## src/rtl/sdsq_pkg.sv

```systemverilog
package sdsq_pkg;

    typedef enum logic [1:0] {
        GM_FORCE = 2'd0,
        GM_MUTE  = 2'd1,
        GM_PASS  = 2'd2
    } gate_mode_e;

    typedef struct packed {
        logic squelch;
        logic force_hi;
        logic pass;
    } lane_ctl_t;

    // Priority: receiver disabled, then mute, then pass.
    function automatic gate_mode_e pick_mode(input logic rx_on,
                                             input logic sq_on,
                                             input logic det_good);
        if (!rx_on)
            return GM_FORCE;
        else if (sq_on && !det_good)
            return GM_MUTE;
        else
            return GM_PASS;
    endfunction

    function automatic lane_ctl_t mode_to_ctl(input gate_mode_e m);
        lane_ctl_t c;
        c = '0;
        case (m)
            GM_FORCE: c.force_hi = 1'b1;
            GM_MUTE:  c.squelch  = 1'b1;
            default:  c.pass     = 1'b1;
        endcase
        return c;
    endfunction

endpackage

```

## src/rtl/sdsq_lane_det.sv

```systemverilog
module sdsq_lane_det #(
    parameter int LVL_W = 8,
    parameter int CNT_W = 8
) (
    input  logic             clk,
    input  logic             rst,
    input  logic [LVL_W-1:0] lvl,
    input  logic [LVL_W-1:0] thr_hi,
    input  logic [LVL_W-1:0] thr_lo,
    input  logic [CNT_W-1:0] dwell,
    input  logic             hold,
    output logic             det
);
    localparam int CW1 = CNT_W + 1;

    logic             det_q;
    logic [CNT_W-1:0] cnt_q;
    logic             want;
    logic [CW1-1:0]   need;
    logic             expire;

    always_comb begin
        if (det_q)
            want = !(lvl < thr_lo);
        else
            want = (lvl >= thr_hi);
    end

    always_comb begin
        need   = (dwell == '0) ? CW1'(1) : {1'b0, dwell};
        expire = (({1'b0, cnt_q} + CW1'(1)) >= need);
    end

    always_ff @(posedge clk) begin
        if (rst) begin
            det_q <= 1'b0;
            cnt_q <= '0;
        end else if (hold || (want == det_q)) begin
            cnt_q <= '0;
        end else if (expire) begin
            det_q <= want;
            cnt_q <= '0;
        end else begin
            cnt_q <= cnt_q + CNT_W'(1);
        end
    end

    assign det = det_q;

    AST_RISE_AT_THRESH: assert property (@(posedge clk) disable iff (rst)
        $rose(det_q) |-> $past(lvl >= thr_hi));
    AST_FALL_BELOW_THRESH: assert property (@(posedge clk) disable iff (rst)
        $fell(det_q) |-> $past(lvl < thr_lo));
    AST_FREEZE_ON_BAD_CFG: assert property (@(posedge clk) disable iff (rst)
        hold |=> $stable(det_q));

endmodule

```

## src/rtl/sdsq_gate.sv

```systemverilog
module sdsq_gate
    import sdsq_pkg::*;
#(
    parameter int NCH = 12
) (
    input  logic           clk,
    input  logic           rst,
    input  logic           rx_en,
    input  logic           sq_en,
    input  logic [NCH-1:0] det_eff,
    output logic [NCH-1:0] squelch,
    output logic [NCH-1:0] force_hi,
    output logic [NCH-1:0] pass
);
    for (genvar i = 0; i < NCH; i++) begin : g_lane
        lane_ctl_t ctl;
        always_comb ctl = mode_to_ctl(pick_mode(rx_en, sq_en, det_eff[i]));
        assign squelch[i]  = ctl.squelch;
        assign force_hi[i] = ctl.force_hi;
        assign pass[i]     = ctl.pass;

        AST_ONE_MODE: assert property (@(posedge clk) disable iff (rst)
            $countones({squelch[i], force_hi[i], pass[i]}) == 1);
        AST_RX_OFF_HIGH: assert property (@(posedge clk) disable iff (rst)
            !rx_en |-> force_hi[i] && !pass[i]);
        AST_SQ_OFF_PASS: assert property (@(posedge clk) disable iff (rst)
            (rx_en && !sq_en) |-> pass[i]);
        AST_MUTE_ON_LOSS: assert property (@(posedge clk) disable iff (rst)
            (rx_en && sq_en && !det_eff[i]) |-> squelch[i]);
    end

endmodule

```

## src/rtl/sigdet_squelch_ctrl.sv

```systemverilog
module sigdet_squelch_ctrl
    import sdsq_pkg::*;
#(
    parameter int NCH   = 12,
    parameter int LVL_W = 8,
    parameter int CNT_W = 8
) (
    input  logic                 clk,
    input  logic                 rst,
    input  logic                 rx_en,
    input  logic                 sq_en,
    input  logic                 sd_en,
    input  logic [LVL_W-1:0]     thr_assert,
    input  logic [LVL_W-1:0]     thr_deassert,
    input  logic [CNT_W-1:0]     dwell_cycles,
    input  logic [NCH*LVL_W-1:0] lvl_bus,
    output logic                 sig_det,
    output logic [NCH-1:0]       ch_det,
    output logic                 cfg_bad,
    output logic [NCH-1:0]       squelch,
    output logic [NCH-1:0]       force_hi,
    output logic [NCH-1:0]       data_valid
);
    logic [NCH-1:0] det_eff;

    assign cfg_bad = (thr_assert < thr_deassert);

    for (genvar i = 0; i < NCH; i++) begin : g_det
        sdsq_lane_det #(
            .LVL_W(LVL_W),
            .CNT_W(CNT_W)
        ) u_det (
            .clk   (clk),
            .rst   (rst),
            .lvl   (lvl_bus[i*LVL_W +: LVL_W]),
            .thr_hi(thr_assert),
            .thr_lo(thr_deassert),
            .dwell (dwell_cycles),
            .hold  (cfg_bad),
            .det   (ch_det[i])
        );
    end

    assign det_eff = sd_en ? ch_det : {NCH{1'b1}};
    assign sig_det = &det_eff;

    sdsq_gate #(.NCH(NCH)) u_gate (
        .clk     (clk),
        .rst     (rst),
        .rx_en   (rx_en),
        .sq_en   (sq_en),
        .det_eff (det_eff),
        .squelch (squelch),
        .force_hi(force_hi),
        .pass    (data_valid)
    );

    AST_AGG_NEEDS_ALL: assert property (@(posedge clk) disable iff (rst)
        (sd_en && sig_det) |-> (&ch_det));
    AST_AGG_DROPS_ANY: assert property (@(posedge clk) disable iff (rst)
        (sd_en && !(&ch_det)) |-> !sig_det);
    AST_SD_OVERRIDE: assert property (@(posedge clk) disable iff (rst)
        !sd_en |-> (sig_det && squelch == '0));

endmodule

```

## config.mk

```make
export PLATFORM = sky130hd
export DESIGN_NAME = sigdet_squelch_ctrl
export DESIGN_NICKNAME = d
export VERILOG_FILES = /design/src/rtl/sdsq_pkg.sv /design/src/rtl/sdsq_lane_det.sv /design/src/rtl/sdsq_gate.sv /design/src/rtl/sigdet_squelch_ctrl.sv
export SDC_FILE = /design/constraint.sdc
export NUM_CORES = 1
export LEC_CHECK = 0
export BUFFER_PORTS_ARGS = -buffer_cell sky130_fd_sc_hd__buf_4
export CAP_MARGIN = 20
export CORE_MARGIN = 2
export CORE_UTILIZATION = 55
export CTS_CLUSTER_SIZE = 25
export DETAILED_ROUTE_END_ITERATION = 10
export GPL_TIMING_DRIVEN = 0
export PLACE_DENSITY_LB_ADDON = 0.15
export RECOVER_POWER = 50
export SETUP_SLACK_MARGIN = 0.4
export SKIP_CTS_REPAIR_TIMING = 1
export SYNTH_ARGS = -nofsm -noshare
export SYNTH_HDL_FRONTEND = slang
export SYNTH_HIERARCHICAL = 1
export SYNTH_SLANG_ARGS = --single-unit
```

## constraint.sdc

```tcl
create_clock -name clk -period 3.71 [get_ports clk]
set_input_delay 0.742 -clock clk [delete_from_list [all_inputs] [get_ports clk]]
set_output_delay 0.742 -clock clk [all_outputs]
set_load 0.01 [all_outputs]
```

# After elaboration in Yosys (flattened, before gate mapping)
# Cells that the tools add are included.
# W data, S select, Z words.
totals:
  ff_bits: 108
  inputBits: 125
  output_inout_bits: 50
  wordCells: 293
op_classes:
  add_sub_neg: 24
  n_lt_le_gt_ge: 37
  eq_ne: 24
  mux: 74
  bitwise: 12
  n_reduce_logical: 98
op_table:
  columns: ["cell", "count"]
  rows:
  - ["$add A8 B1 Y9 const B", 12]
  - ["$ge A9 B9 Y1", 12]
  - ["$lt A8 B8 Y1", 13]
  - ["$add A8 B1 Y8 const B", 12]
  - ["$ge A8 B8 Y1", 12]
  - ["$mux W1", 48]
  - ["$mux W2", 24]
  - ["$reduce_or A3 Y1", 12]
  - ["$eq A2 B1 Y1 const B", 12]
  - ["$logic_not A1 Y1", 24]
  - ["$logic_not A2 Y1", 12]
  - ["$reduce_and A2 Y1", 12]
  - ["$reduce_or A2 Y1", 12]
  - ["$eq A1 B1 Y1", 12]
  - ["$logic_and A1 B1 Y1", 12]
  - ["$logic_or A1 B1 Y1", 12]
  - ["$mux W12", 1]
  - ["$not A1 Y1", 12]
  - ["$reduce_and A12 Y1", 1]
  - ["$logic_not A8 Y1", 1]
  - ["$mux W8", 1]

# Depth between registers and ports, before layout
# Gate-level depths: netlist of run 1.
depth:
  ltp_word: 8
  depth_mapped: 10
  ltp_nobuf: 10

# Cells and area by module
# The synthesis of run 1 kept the hierarchy.
modules_own_cells:
  columns: ["module", "instances", "cells_per_inst", "area_per_inst_um2", "seq_area_each_um2"]
  rows:
  - ["sdsq_lane_det", 12, 123, 1016.0, 180.2]
  - ["sdsq_gate", 1, 53, 295.3, 0.0]
  - ["sigdet_squelch_ctrl", 1, 42, 282.8, 0.0]

# Worst setup path after synthesis of run 1
# No wires, ideal clock.
synth_timing:
  path_kind: "input -> output"
  from: "input thr_deassert[2]"
  to: "output cfg_bad"
  arrival_ps: 2657
  required_time_ps: 2968
  slack_ps: 311
  path_stages: 5
  n_path_buf: 0
  path_cell_list: "inv_1 ha_1 a211oi_2 o21ai_1 a41oi_1"
synth_between:
  elab_chain_len: 1
synth_lines:
  columns: ["element", "line_no", "source"]
  rows:
  - ["start: declaration", "sigdet_squelch_ctrl.sv:14", "input logic [LVL_W-1:0] thr_deassert,"]
  - ["$lt A8 B8 Y1", "sigdet_squelch_ctrl.sv:26", "assign cfg_bad = (thr_assert < thr_deassert);"]
  - ["end: declaration", "sigdet_squelch_ctrl.sv:19", "output logic cfg_bad,"]
# No other way between the ends.

# Worst setup path after layout of run 1
layout_timing:
  from: "register g_det[6].u_det.cnt_q[0]"
  to: "register g_det[6].u_det.cnt_q[3]"
layout_between:
  elab_chain_len: 3
  word_cells_on_any_way: 4
  cone_classes: "2 x add/sub; 1 x order compare; 1 x reduce/logical"
layout_lines:
  columns: ["element", "line_no", "source"]
  rows:
  - ["start: declaration", "sdsq_lane_det.sv:17", "logic [CNT_W-1:0] cnt_q;"]
  - ["start signal: assignment", "sdsq_lane_det.sv:44", "cnt_q <= cnt_q + CNT_W'(1);"]
  - ["$add A8 B1 Y9", "sdsq_lane_det.sv:31", "expire = (({1'b0, cnt_q} + CW1'(1)) >= need);"]
  - ["$ge A9 B9 Y1", "sdsq_lane_det.sv:31", null]
  - ["$reduce_or A3 Y1 (no line)", null, null]
# Several ways; a longest one is shown, not always the timed one.
# A chain may end at the register's enable or synchronous reset.

==> impl_metrics.tcl, run 1 <==
set metrics [dict create \
    status "completed" \
    place_area_um2 14500 \
    p_leak_nw 7.69 \
    fmax_mhz 324 \
    cellPowerDensity_nw_per_um2 221 \
    p_total_mw 3.21 \
    finClkSkew_ns 0.00640 \
    ff2ff_path_depth 10 \
    ant_nets 0 \
    critical_path_class "register to register" \
    ys_ff_latch 108 \
    fin_crit_sh_pct 83.3 \
    netlist_area_um2 12800 \
    start_util_pct 56.2 \
    maxCapViolCount 0 \
    synth_most_common_cell "inv_1" \
    clock_path_buffers 2 \
    critPathLaunchType "register" \
    synth_fp_nets 1991 \
    synthTopCellsByArea "ha_1 29%, dfxtp_1 17%, inv_1 9.7%" \
    vias 11600 \
    synth_top_area_share_pct 28.9 \
    yosysWarnings 6 \
    rsz0062_at_grt "false" \
    pre_cts_ws_ns 0.204 \
    fin_util_pct 64.0 \
    hold_depth 1 \
    setup_ws_ns 0.620 \
    cts_made_buffers 9 \
    final_area_um2 14500 \
    hp-class "register to register" \
    die_h_um 156 \
    drtIter0Drc 497 \
    drtPass1Iterations 4 \
    dpl.hpwl_um 26700 \
    antenna_found_initial 0 \
    ys_seq_area_share_pct 16.9 \
    clock_latency_ns 0.36 \
    r2r_end "g_det[6].u_det/cnt_q[3]$_SDFF_PP0_" \
    worstMarginPinSlew_ns 0.819 \
    synthCells 1571 \
    diodes 0 \
    num_rows 55 \
    synth_edf_count 0 \
    io_buffers 174 \
    reg2reg_slack_ns 0.62 \
    critPathMaxFanout 7 \
    grt_use_total_pct 28.5 \
    hold_end "g_det[0].u_det/cnt_q[0]$_SDFF_PP0_" \
    drv_slew 0 \
    syn_area_per_cell_um2 8.13 \
    ys_types 38 \
    cts.reportedPaths.clkPinSlew_ns 0.08 \
    cts_tree "yes" \
    finalNetCount 2178 \
    drt-wirelength-per-cell_um 16.7 \
    io_pins 175 \
    vdd_ir_drop_max_mv 0.211 \
    cts_root_buffer "clkbuf_16" \
    clock_sinks 108 \
    worstHoldStart "g_det[0].u_det/cnt_q[0]$_SDFF_PP0_" \
    yosys-top-cells-count "330 x inv_1, 295 x ha_1, 108 x dfxtp_1" \
    chipWidth_um 156 \
    grt_pass1_wl_um 55600 \
    regToRegStartpoint "g_det[6].u_det/cnt_q[0]$_SDFF_PP0_" \
    gr-total-overflow 0 \
    crit_arrival_ns 3.36 \
    max_slew_margin_pct 45.1 \
    grt_pass1_vias 11500 \
    setup_viol 0 \
    end_kind "register" \
    wl_um 34100 \
    place_inst 2031 \
    hold_violations 0 \
    layout-drive-gt1-share_pct 11.7 \
    areaGrowthSynthToFinish_pct 13.8 \
    die_area_um2 24500 \
    core_area_um2 22700 \
    yosysTopAreaCell "ha_1" \
    htreeDepth 3 \
    vias_per_cell 5.68 \
    fin_cells 2048 \
    crit_required_ns 3.98 \
    synthArstFlopShare_pct 0 \
    synthFlopType "dfxtp_1" \
    route.detailed.drc 0 \
    grt_max_degree 37 \
    gp_congestion 0.890 \
    min_period_ns 3.09 \
]
## final cells by class
cell class	count	area, um^2
clock buffer	9	225
fill	2040	8180
clock inverter	7	58.8
tap	285	357
buffer	5	22.5
timing repair buffer	176	1180
multi-input combinational	1127	9280
sequential	108	2160
inverter	331	1240
## flip-flops by register name, summed over array words and instances (netlist names)
signal / flops
g_det.u_det/cnt_q: 96
g_det.u_det/det: 12
## per-layer routing
metal | part of all wire (%) | routed length [um] | track usage, % | up-vias
met3 | 5.2 | 1780 | 3.93 | 63
met2 | 48 | 16400 | 51.8 | 280
li1 | - | - | - | 5845
met5 | 0 | 0 | 0 | -
met1 | 44 | 15000 | 34.8 | 5452
met4 | 2.6 | 870 | 8.69 | 0
## how the worst max path moves through the flow
stage | startpoint | to | slack [ns] | cells after the start
after floorplan | thr_deassert[2] | cfg_bad | 0.81 | 5
after global placement | thr_deassert[2] | cfg_bad | -0.54 | 7
after detailed placement | thr_deassert[2] | cfg_bad | 0.20 | 8
after CTS | thr_deassert[5] | cfg_bad | 0.21 | 8
after global routing | g_det[3].u_det/cnt_q[2]$_SDFF_PP0_ | g_det[3].u_det/cnt_q[7]$_SDFF_PP0_ | 0.45 | 10
final | g_det[6].u_det/cnt_q[0]$_SDFF_PP0_ | g_det[6].u_det/cnt_q[3]$_SDFF_PP0_ | 0.62 | 10
## metrics by stage
stage / setup TNS, ns / hold WS (ns)
after global routing: 0 / 0.554
after detailed placement: 0 / 0.514
after global placement: -12.34 / 0.512
after CTS: 0 / 0.528
final: 0 / 0.524
after floorplan: 0 / 0.483
## report_power, final
part	switching, mW	total [mW]	internal (mW)
registers	0.0136	1.18	1.17
logic	0.621	1.08	0.455
clock network	0.482	0.950	0.468
total	1.12	3.21	2.09
## worst max-delay path, cell delays in order, from the launching register on
cell	delay (ns)
dfxtp_1	0.41
ha_1	0.23
nand2_1	0.08
nor2_1	0.12
xor2_1	0.23
ha_1	0.29
a21oi_1	0.16
o221ai_1	0.12
a211oi_1	0.70
nand2_1	0.37
nor3b_1	0.28
## logic make-up (layout without fill, tap and decap cells)
| family | Yosys count | after routing | share of synthesized area, % |
|---|---|---|---|
| AO/OA/AOI/OAI | 283 | 283 | 17.9 |
| AND/OR/NAND/NOR | 477 | 477 | 21.3 |
| buffers and inverters | 336 | 528 | 10.0 |
| XOR/XNOR | 72 | 72 | 4.94 |
| adder cells (fa/ha/maj) | 295 | 295 | 28.9 |
| flip-flops | 108 | 108 | 16.9 |
## cells in the final DEF (no fill, tap or decap), types with 15 or more instances in the layout
cell type | synthesis | final
inv_1 | 330 | 330
ha_1 | 295 | 295
buf_4 | 1 | 134
dfxtp_1 | 108 | 108
a21oi_1 | 101 | 102
nor3b_1 | 96 | 96
nor2_1 | 76 | 78
nand2_1 | 74 | 74
nand3_1 | 60 | 60
o21ai_0 | 49 | 49
xor2_1 | 48 | 48
clkbuf_1 | 0 | 46
nor2b_1 | 25 | 25
nand2b_1 | 24 | 24
and3_1 | 24 | 24
xnor2_1 | 24 | 24
o221ai_1 | 24 | 24
nor3_1 | 24 | 24
or3_1 | 24 | 24
nand4_1 | 15 | 15
No activity file was read; power rests on OpenSTA's default activity.
==> run 2: changes to the inputs <==
--- a/config.mk
+++ b/config.mk
@@ -5,6 +5,7 @@
 export SDC_FILE = /design/constraint.sdc
 export NUM_CORES = 1
 export LEC_CHECK = 0
+export ABC_AREA = 1
 export BUFFER_PORTS_ARGS = -buffer_cell sky130_fd_sc_hd__buf_4
 export CAP_MARGIN = 20
 export CORE_MARGIN = 2
==> constraint.sdc (replaced) <==
create_clock -name clk -period 3.1 [get_ports clk]
set_input_delay 0.62 -clock clk [delete_from_list [all_inputs] [get_ports clk]]
set_output_delay 0.62 -clock clk [all_outputs]
set_load 0.01 [all_outputs]
==> run 2 against run 1 <==
Compared with the run above: the flow now finishes with violations (design-rule violations); core utilization is 1.0 points lower; count of clock-buffer cells in the layout is 1 higher; synthesized cell count is 43% higher; area after synthesis is 15% higher; critical path depth is 3 higher; first-iteration DRC count is 0.20% lower; global-route usage is 2.7 points lower; power is 22% higher; fmax is 20% higher; setup slack worse by 0.10 ns; sequential share of layout area is 1.7 points lower; combinational power is 21% higher.
==> impl_metrics.tcl, run 2 <==
set metrics [dict create \
    chipWidth_um 167 \
    cts_tree "yes" \
    grt_max_degree 25 \
    finalNetCount 2851 \
    die_h_um 167 \
    drtIter0Drc 496 \
    fin_util_pct 63.0 \
    critPathMaxFanout 8 \
    netlist_area_um2 14600 \
    whs_ns 0.466 \
    cp_cell_sequence "ha_1 -> nand2_1 -> nor2_1 -> xor2_1 -> ha_1 -> a21o_1 -> nor2_1 -> nor2_1 -> nor2_2 -> nand3_1 -> nor2_1 -> nand3_4 -> nor2_1" \
    drt-wirelength-per-cell_um 12.8 \
    ff2ff_path_depth 13 \
    cellPowerDensity_nw_per_um2 237 \
    fin_cells 2771 \
    fmax_mhz 388 \
    largest_register_ffs 96 \
    rsz0062_at_grt "false" \
    synthFlopType "dfxtp_1" \
    hp-class "register to register" \
    dpl.hpwl_um 28700 \
    finClkSkew_ns 0.0127 \
    crit_arrival_ns 2.87 \
    vdd_ir_drop_max_mv 0.242 \
    fin_crit_sh_pct 83.2 \
    synthAdderAreaFrac_pct 25.2 \
    p_leak_nw 9.61 \
    cts_made_buffers 9 \
    gr-total-overflow 0 \
    ant_nets 0 \
    synth_edf_count 0 \
    clock_sinks 108 \
    clock_path_buffers 2 \
    yosysTopAreaCell "ha_1" \
    die_area_um2 27900 \
    htreeDepth 3 \
    maxCapViolCount 0 \
    synthCells 2244 \
    start_util_pct 56.0 \
    synthTopCellsByArea "ha_1 25%, inv_1 15%, dfxtp_1 15%" \
    critical_path.top_delay_family "simple AND/OR/NAND/NOR gates" \
    slowest_delay_ns 0.39 \
    yosysWarnings 6 \
    grt_use_total_pct 25.8 \
    diodes 0 \
    route.detailed.drc 11 \
    ys_seq_area_share_pct 14.8 \
    layout_commonest_cell "inv_1" \
    synth_simple_gate_area_share_pct 34.5 \
    wl_um 35500 \
    synth_top_family_by_area "simple AND/OR/NAND/NOR gates" \
    end_kind "register" \
    critical_path_class "register to register" \
    ys_ff_latch 108 \
    crit_slowest_cell "dfxtp_1" \
    num_rows 59 \
    setup_ws_ns 0.521 \
    grt_pass1_vias 13100 \
    layout-drive-gt1-share_pct 16.4 \
    antenna_found_initial 2 \
    io_pins 175 \
    status "finished with violations" \
    crit_top_cell "nor2_1" \
    synthArstFlopShare_pct 0 \
    areaGrowthSynthToFinish_pct 12.4 \
    drtPass1Iterations 7 \
    synth_fp_nets 2664 \
    synth-compound-area-share_pct 5.51 \
    synth_most_common_cell "inv_1" \
    place_area_um2 16400 \
    violations "design-rule violations" \
    clock_latency_ns 0.37 \
    cts_root_buffer "clkbuf_16" \
    core_area_um2 26100 \
    final_area_um2 16500 \
    finalSetupTns_ns 0 \
    setup_viol 0 \
    final_cell_mix "601 x inv_1, 468 x nand2_1, 295 x ha_1" \
    top_register "g_det.u_det/cnt_q" \
    yosys-top-cells-count "599 x inv_1, 466 x nand2_1, 295 x ha_1" \
    grt_pass1_wl_um 59900 \
    cts.reportedPaths.clkPinSlew_ns 0.08 \
    worstMarginPinSlew_ns 0.616 \
    hold_depth 1 \
    max_slew_margin_pct 58.9 \
    crit_cells 13 \
    synth_top_area_share_pct 25.2 \
    critPathLaunchType "register" \
    ys_types 31 \
    hold_violations 0 \
    io_buffers 174 \
    fill_cells 2434 \
    crit_required_ns 3.40 \
    min_period_ns 2.58 \
    vias_per_cell 4.94 \
    drv_slew 0 \
    pre_cts_ws_ns 0.00679 \
    worst-path-buf-inv 0 \
    vias 13700 \
    p_total_mw 3.90 \
    synth-xor-area-share_pct 3.59 \
    syn_area_per_cell_um2 6.52 \
    gp_congestion 0.840 \
    synthMuxAreaShare_pct 0 \
    reg2reg_slack_ns 0.52 \
    place_inst 2753 \
]
run 2: cell types whose count changed in the layout (fill, tap and decap cells not counted), sizes merged, moves of 36 or more:
cell	delta
nand2b	-36
inv	+281
nand3	+36
nor3b	-84
nand2	+440
a21oi	-45
o21ai	-49
nor2	+231
run 2: logic make-up (layout without fill, tap and decap cells):
kind of cell,Yosys count,after routing
DFF,108,108
and+or+nand+nor,1024,1024
adders and majority gates,295,295
xor gates and xnor gates,60,60
AOI/OAI and AO/OA,126,126
buffers and inverters,631,823
run 2: path summary, 6_finish.rpt:
check	startpoint	endpoint
worst max-delay path	g_det[6].u_det/cnt_q[0]$_SDFF_PP0_	g_det[6].u_det/cnt_q[0]$_SDFF_PP0_
worst min-delay path	g_det[3].u_det/cnt_q[0]$_SDFF_PP0_	g_det[3].u_det/cnt_q[0]$_SDFF_PP0_
worst max register to register	g_det[6].u_det/cnt_q[0]$_SDFF_PP0_	g_det[6].u_det/cnt_q[0]$_SDFF_PP0_
worst min register to register	g_det[3].u_det/cnt_q[0]$_SDFF_PP0_	g_det[3].u_det/cnt_q[0]$_SDFF_PP0_
run 2: metal layers:
metal	GRT usage [%]	part of all wire (%)	up-vias
met1	31.9	45	6138
met5	0	0.073	-
met4	8.05	2.2	4
met3	5.32	6.5	57
met2	45.0	46	260
li1	-	-	7218
run 2: layout make-up:
cell class	instances	area, um^2	area share, %
tap	335	419	2.55
inverter	625	2350	14.3
multi-input combinational	1505	9990	60.7
sequential	108	2160	13.1
buffer	6	47.5	0.289
timing repair buffer	176	1190	7.26
clock buffer	10	239	1.45
clock inverter	6	56.3	0.342
run 2: report_power, final:
part	switching (mW)	total, mW	internal (mW)
logic	0.798	1.31	0.516
registers	0.0173	1.42	1.40
clock network	0.588	1.17	0.586
==> run 3: changes to the inputs <==
--- a/config.mk
+++ b/config.mk
@@ -5,7 +5,7 @@
 export SDC_FILE = /design/constraint.sdc
 export NUM_CORES = 1
 export LEC_CHECK = 0
-export ABC_AREA = 1
+export ABC_AREA = 0
 export BUFFER_PORTS_ARGS = -buffer_cell sky130_fd_sc_hd__buf_4
 export CAP_MARGIN = 20
 export CORE_MARGIN = 2
==> constraint.sdc (replaced) <==
create_clock -name clk -period 2.4 [get_ports clk]
set_input_delay 0.48 -clock clk [delete_from_list [all_inputs] [get_ports clk]]
set_output_delay 0.48 -clock clk [all_outputs]
set_load 0.01 [all_outputs]
==> run 3 against run 2 <==
Compared with the run above: the run ends with negative setup slack left; die area shrank 12%; global-route usage increased by 3.8 points; fmax increased by 4.7%; flip-flop and latch count unchanged; via count down 8.4%; routed wire length up 14%; combinational power grew 47%; count of clock-buffer cells in the layout down 1; sequential share of layout area grew 0.61 points; register-to-register slack worse by 0.58 ns; critical endpoint is now g_det[1].u_det/cnt_q[6]$_SDFF_PP0_; largest power group is now combinational logic.
==> impl_metrics.tcl, run 3 (same netlist as run 1, synthesis figures left out) <==
set metrics [dict create \
    status "finished with violations" \
    violations "negative setup slack" \
    crit_arrival_ns 2.75 \
    die_area_um2 24500 \
    wl_um 40600 \
    core_area_um2 22700 \
    ant_nets 0 \
    seqCellArea_um2 2340 \
    largest_register_ffs 96 \
    hold_depth 1 \
    grt_pass1_wl_um 57200 \
    fin_cells 2105 \
    hp-class "register to register" \
    cellPowerDensity_nw_per_um2 307 \
    min_period_ns 2.46 \
    drtPass1Iterations 7 \
    chipWidth_um 156 \
    io_buffers 174 \
    r2r_end "g_det[1].u_det/cnt_q[6]$_SDFF_PP0_" \
    drtIter0Drc 770 \
    maxCapViolCount 0 \
    drv_slew 0 \
    vdd_ir_drop_max_mv 0.366 \
    grt_max_degree 37 \
    fmax_mhz 406 \
    cts_tree "yes" \
    ff2ff_path_depth 9 \
    io_pins 175 \
    cp_cell_sequence "ha_4 -> buf_4 -> xor2_1 -> ha_1 -> a21oi_1 -> o21ai_0 -> a211oi_2 -> nand2_2 -> nor3b_2" \
    vias 12500 \
    clock_path_buffers 2 \
    fin_crit_sh_pct 103 \
    drt-wirelength-per-cell_um 19.3 \
    end_kind "register" \
    p_total_mw 5.23 \
    crit_slowest_cell "dfxtp_4" \
    setup_viol 8 \
    cts.reportedPaths.clkPinSlew_ns 0.08 \
    slowest_delay_ns 0.38 \
    layout-drive-gt1-share_pct 35.8 \
    clock_sinks 108 \
    hold_violations 0 \
    htreeDepth 3 \
    cts_made_buffers 9 \
    die_h_um 156 \
    crit_end "g_det[1].u_det/cnt_q[6]$_SDFF_PP0_" \
    num_rows 55 \
    grt_pass1_vias 11500 \
    place_inst 2031 \
    regToRegStartpoint "g_det[1].u_det/cnt_q[0]$_SDFF_PP0_" \
    multiInputGateArea_um2 11000 \
    finalSetupTns_ns -0.268 \
    crit_cells 9 \
    start_util_pct 56.2 \
    fill_cells 1623 \
    startpoint "g_det[1].u_det/cnt_q[0]$_SDFF_PP0_" \
    cts_root_buffer "clkbuf_16" \
    final_cell_mix "325 x inv_1, 278 x ha_1, 206 x buf_4" \
    dpl.hpwl_um 27100 \
    critical_path.top_delay_family "compound AO/OA/AOI/OAI gates" \
    finClkSkew_ns 0.00515 \
    layout_commonest_cell "inv_1" \
    gp_congestion 0.847 \
    critPathLaunchType "register" \
    worstMarginPinSlew_ns 0.578 \
    route.detailed.drc 0 \
    clock_latency_ns 0.36 \
    top_register "g_det.u_det/cnt_q" \
    p_leak_nw 8.41 \
    rsz0062_at_grt "true" \
    crit_required_ns 2.69 \
    reg2reg_slack_ns -0.06 \
    worst-path-buf-inv 1 \
    max_slew_margin_pct 61.4 \
    finalNetCount 2234 \
    critPathMaxFanout 7 \
    vias_per_cell 5.95 \
    critical_path_class "register to register" \
    grt_use_total_pct 29.6 \
    antenna_found_initial 0 \
    areaGrowthSynthToFinish_pct 33.4 \
    setup_ws_ns -0.0639 \
    gr-total-overflow 0 \
]
[run 3: cell count changes in the layout (fill, tap and decap cells not counted), moves of 68 or more]
cell | previous run | this run
nor2_2 | 132 | 19
nor2_1 | 175 | 50
buf_4 | 138 | 206
inv_1 | 601 | 325
nor3b_2 | 0 | 83
nand2_1 | 468 | 43
[run 3: per-stage QoR]
stage,util [%],cell area (um^2),hold slack [ns],setup slack [ns]
3_3_place_gp,64.7,14700,0.449,-0.848
4_1_cts,66.1,15000,0.474,-0.557
3_5_place_dp,64.8,14700,0.457,-0.554
5_1_grt,75.0,17000,0.478,-0.135
6_report,75.0,17000,0.466,-0.0639
2_1_floorplan,-,13000,0.434,0.314
[run 3: power by group]
group	internal (mW)	total (mW)	switching (mW)
registers	1.77	1.80	0.0298
logic	0.804	1.92	1.12
clock network	0.729	1.50	0.770
total	3.31	5.23	1.92
[run 3: worst register-to-register path, cell delays in order (launching register included)]
cell and delay [ns]:
dfxtp_4 0.38, ha_4 0.18, buf_4 0.13, xor2_1 0.20, ha_1 0.30, a21oi_1 0.21
o21ai_0 0.19, a211oi_2 0.37, nand2_2 0.23, nor3b_2 0.22
[run 3: area by class of cell]
cell class	instances	area share (%)
well taps	285	2.09
multi-input cells	1127	64.3
inverters	331	7.38
plain buffers	5	0.228
repair buffers	232	10.6
clock buffers	9	1.32
clock inverters	7	0.360
diodes	1	0.0147
flip-flops and latches	108	13.8
[run 3: worst min-delay path by stage]
stage	startpoint	end
6_report	g_det[11].u_det/cnt_q[0]$_SDFF_PP0_	g_det[11].u_det/cnt_q[0]$_SDFF_PP0_
3_3_place_gp	g_det[1].u_det/cnt_q[0]$_SDFF_PP0_	g_det[1].u_det/cnt_q[0]$_SDFF_PP0_
4_1_cts	g_det[8].u_det/cnt_q[0]$_SDFF_PP0_	g_det[8].u_det/cnt_q[0]$_SDFF_PP0_
2_1_floorplan	g_det[0].u_det/cnt_q[0]$_SDFF_PP0_	g_det[0].u_det/cnt_q[0]$_SDFF_PP0_
5_1_grt	g_det[11].u_det/cnt_q[0]$_SDFF_PP0_	g_det[11].u_det/cnt_q[0]$_SDFF_PP0_
3_5_place_dp	g_det[3].u_det/cnt_q[0]$_SDFF_PP0_	g_det[3].u_det/cnt_q[0]$_SDFF_PP0_
[run 3: routing by layer]
metal	up-vias	routed length [um]	GRT usage [%]
met5	-	0	0
met4	0	1230	9.26
met3	101	2870	3.43
met2	475	19900	51.2
met1	6003	16600	38.4
li1	5944	-	-
